**config.mk**
```make
export PLATFORM = sky130hd
export DESIGN_NAME = gpio_irq_mux
export DESIGN_NICKNAME = d
export VERILOG_FILES = /design/src/rtl/gpio_irq_mux.sv
export SDC_FILE = /design/constraint.sdc
export NUM_CORES = 1
export LEC_CHECK = 0
export BUFFER_PORTS_ARGS = -buffer_cell sky130_fd_sc_hd__buf_4
export CAP_MARGIN = 15
export CORE_MARGIN = 4
export CORE_UTILIZATION = 39
export CTS_CLUSTER_DIAMETER = 120
export DETAILED_ROUTE_END_ITERATION = 10
export PLACE_DENSITY = 0.74
export SLEW_MARGIN = 10
export SYNTH_ARGS = -nofsm -noshare
export SYNTH_HDL_FRONTEND = slang
export SYNTH_SLANG_ARGS = --single-unit
export TNS_END_PERCENT = 20
```
**constraint.sdc**
```tcl
create_clock -name clk -period 1.25 [get_ports clk]
set_clock_uncertainty 0.15 [all_clocks]
set_input_delay 0.25 -clock clk [delete_from_list [all_inputs] [get_ports clk]]
set_output_delay 0.25 -clock clk [all_outputs]
set_load 0.01 [all_outputs]
```
**src/rtl/gpio_irq_mux.sv**
```systemverilog
`timescale 1ns/1ps
module gpio_irq_mux #(
  parameter int N0 = 14,
  parameter int N1 = 24,
  parameter int N2 = 32
) (
  input  logic                clk,
  input  logic                rst_n,
  input  logic [N0-1:0]       b0_irq,
  input  logic [N1-1:0]       b1_irq,
  input  logic [N2-1:0]       b2_irq,
  input  logic                route_we,
  input  logic [N2-1:0]       route_wdata,
  output logic [N2-1:0]       route_rdata,
  output logic [N0+N1+2:0]    line_irq
);
  localparam int NDIR = N0 + N1;
  localparam int NOUT = NDIR + 3;

  logic [N2-1:0]   route_q;
  logic [NDIR-1:0] dflt;
  logic [NDIR-1:0] taken;
  logic [NDIR-1:0] dir_next;
  logic            or0, or1, or2;
  logic [NOUT-1:0] line_q;

  always_ff @(posedge clk or negedge rst_n)
    if (!rst_n)        route_q <= '0;
    else if (route_we) route_q <= route_wdata;

  assign dflt = {b1_irq, b0_irq};

  for (genvar i = 0; i < NDIR; i++) begin : g_line
    if (i < N2) begin : g_sel
      assign taken[i]    = route_q[i];
      assign dir_next[i] = route_q[i] ? b2_irq[i] : dflt[i];
    end else begin : g_fix
      assign taken[i]    = 1'b0;
      assign dir_next[i] = dflt[i];
    end
  end

  assign or0 = |(b0_irq & taken[N0-1:0]);
  assign or1 = |(b1_irq & taken[NDIR-1:N0]);
  assign or2 = |(b2_irq & ~route_q);

  always_ff @(posedge clk or negedge rst_n)
    if (!rst_n) line_q <= '0;
    else        line_q <= {or2, or1, or0, dir_next};

  assign line_irq    = line_q;
  assign route_rdata = route_q;
endmodule

```
==> metrics.csv <==
stage;metric;value;unit
sta;Worst Slack Setup Final;-0.300;ns
sta;RSZ-0062 raised after global routing;true;
power_and_ir_drop;Tot Pwr;6.92;mW
synthesis;Post-Syn Instances;214;
critical_path;peak fanout along the critical path;2;
placement;HPWL Detailed;7290;um
critical_path;R2R Path Start;route_rdata[18];
finish;area used by multi-input combinational logic;0.00110;mm2
finish;layout cell share with drive strength beyond 1;61.5;%
die;Top Ports;178;
detailed_routing;drt total wl;12900;um
sta;Slew Limit Fails;0;
clock_network;CTS tree;done;
placement;RD Place Congestion;0.746;
finish;area grow syn2layout;114;%
die;die width;95.7;um
min_path;Worst Hold Endpoint;line_irq[26];
min_path;hold path depth;2;
die;Initial Util;40.7;%
sta;actual slew at the worst max-slew pin;0.411;ns
critical_path;WP data arrival;1.61;ns
finish;Final #Nets;645;
die;Die Height;95.7;um
power_and_ir_drop;pwr dens;1080;mW/mm2
critical_path;flop-to-flop setup slack;-0.30;ns
job;max_cap viols;0;
sta;final worst path period share;124;%
detailed_routing;initial DRC count;82;
global_route;initial antenna violation count;1;
synthesis;Seq/Total Area, Yosys;60.9;%
critical_path;Worst Reg-to-Reg Cells;5;
die;area of the core;0.00737;mm2
synthesis;Syn Area/Cell;14.0;um2
placement;Placed Area;0.00476;mm2
clock_network;CTS Root Buffer Type;clkbuf_8;
clock_network;Clock transition at path regs;0.08;ns
global_route;vias in the first global route;3488;
power_and_ir_drop;Leakage;3.10;nW
global_route;grt ovf;0;
detailed_routing;number of vias per cell;4.94;
synthesis;Netlist Area Pre-Place;0.00300;mm2
die;# rows;31;
critical_path;critical path class;flop to flop;
finish;Reg area;0.00183;mm2
critical_path;R2R Path End;line_irq[39];
detailed_routing;first drt pass iteration count;4;
detailed_routing;per-cell routed wire length;20.0;um
run_status;failing checks;negative setup slack;
clock_network;H-tree Lvls;3;
synthesis;post-synth cell types;15;
global_route;largest net degree at the start of global routing;74;
clock_network;CTS Buffer Depth;2;
die;Die ar.;0.00916;mm2
sta;min Tclk post-route;1.55;ns
finish;design area;0.00640;mm2
detailed_routing;routed via count;3188;
min_path;Hold Crit Class;input pin to flop;
clock_network;Clock Latency Late Sink;0.34;ns
clock_network;TritonCTS buffer count;9;
critical_path;critical path launch point type;flop;
min_path;HP Start;b2_irq[26];
global_route;gr usage total;26.2;%
global_route;first-pass GRT wire length;17900;um
synthesis;Seq cells post-synth;73;
sta;Slew headroom;72.6;%
sta;final hold vios;0;
power_and_ir_drop;VDD IR max;0.000735;V
critical_path;WP data required;1.31;ns
sta;Final setup violation count;49;
detailed_routing;ANT nets after route;0;
synthesis;net count of the mapped netlist;319;
clock_network;Clock Sinks;73;
finish;Filler Cell Count;337;
sta;fmax;0.645;GHz
placement;# port buffers;177;
run_status;status;finished with violations;
critical_path;CP endpoint kind;flop;
synthesis;YS warnings;0;
detailed_routing;DRC;0;
==> Yosys cell counts, drive strengths merged <==
library cell  instances  area share (%)
dfrtp                73              61
mux2                 64              24
inv                  32             4.0
o22ai                16             3.3
a22oi                 7             1.8
a221oi                5             2.1
a22o                  4             1.2
nor4                  4            0.83
buf                   3            0.75
nand4                 3            0.63
and3                  1            0.21
clkbuf                1            0.17
nand2                 1            0.13
==> timing repair <==
action                                 4_1_cts  5_1_grt
pin swaps                                    2        9
setup endpoints to repair                   60       80
gates resized for setup                     90       34
endpoints found under the hold margin      129        3
hold buffers                                68        3
setup buffers                               20       11
==> cell usage in the layout, fill, tap and decap left out, types with 5 or more instances in the layout <==
| cell type | Yosys | routed |
|---|---|---|
| buf_4 | 3 | 134 |
| buf_6 | 0 | 111 |
| dfrtp_1 | 73 | 72 |
| dlygate4sd3_1 | 0 | 71 |
| mux2_2 | 62 | 61 |
| inv_1 | 32 | 32 |
| o22ai_1 | 16 | 14 |
| clkbuf_8 | 0 | 9 |
| a22oi_1 | 7 | 5 |
| a221oi_2 | 3 | 5 |
==> how the worst max path moves through the flow <==
stage / start / endpoint / slack, ns / cells past startpoint
after floorplan: route_rdata[16] / line_irq[39] / -0.05 / 4
after global placement: b2_irq[24] / line_irq[40] / -0.16 / 5
after detailed placement: b2_irq[24] / line_irq[40] / -0.19 / 5
after CTS: route_rdata[18] / line_irq[39] / -0.26 / 5
after global routing: route_rdata[18] / line_irq[39] / -0.34 / 5
final: route_rdata[18] / line_irq[39] / -0.30 / 5
==> through the flow <==
stage | instances | util, % | setup slack, ns | hold slack, ns | TNS, ns
global placement | 526 | 64.6 | -0.160 | 0.148 | -0.405
floorplan | 214 | - | -0.0520 | -0.196 | -0.0637
CTS | 630 | 83.3 | -0.257 | 0.000185 | -5.08
detailed placement | 526 | 64.6 | -0.189 | 0.148 | -0.495
finish | 645 | 86.9 | -0.300 | 0.0108 | -5.69
global route | 645 | 86.9 | -0.339 | -0.000199 | -8.00
==> layer usage <==
| metal | GRT usage [%] | vias up | share of wire [%] |
|---|---|---|---|
| li1 | - | 1424 | - |
| met1 | 28.3 | 1562 | 34 |
| met2 | 48.6 | 153 | 54 |
| met3 | 6.10 | 49 | 6.6 |
| met4 | 10.8 | 0 | 4.7 |
| met5 | 0 | - | 0 |
==> final cells by class <==
class | count | share of cell area, %
inverter | 32 | 1.88
clock buffer | 13 | 2.17
clock inverter | 3 | 1.02
timing repair buffer | 319 | 47.3
tap | 99 | 1.93
antenna | 1 | 0.0391
sequential | 73 | 28.5
multi-input combinational | 105 | 17.2
==> where the power goes <==
part | internal, mW | switching, mW | total (mW)
clock network | 1.13 | 0.878 | 2.00
registers | 2.58 | 0.153 | 2.73
logic | 1.39 | 0.792 | 2.19
==> registers in the layout, indices dropped and copies added, names as in the netlist <==
| name | count |
|---|---|
| line_irq | 41 |
| route_rdata | 32 |
==> cells by family after synthesis <==
logic type | Yosys count | synth area share (%)
simple gates | 9 | 1.79
flops | 73 | 60.9
buf+inv | 36 | 4.92
compound gates | 32 | 8.34
mux | 64 | 24.0
==> worst max-delay path, stage by stage (launching register included) <==
cell	delay [ns]
dfrtp_1	0.40
buf_4	0.14
a22o_1	0.24
a221oi_2	0.23
and3_1	0.19
nand4_1	0.08
(Power assumes the default switching activity.)
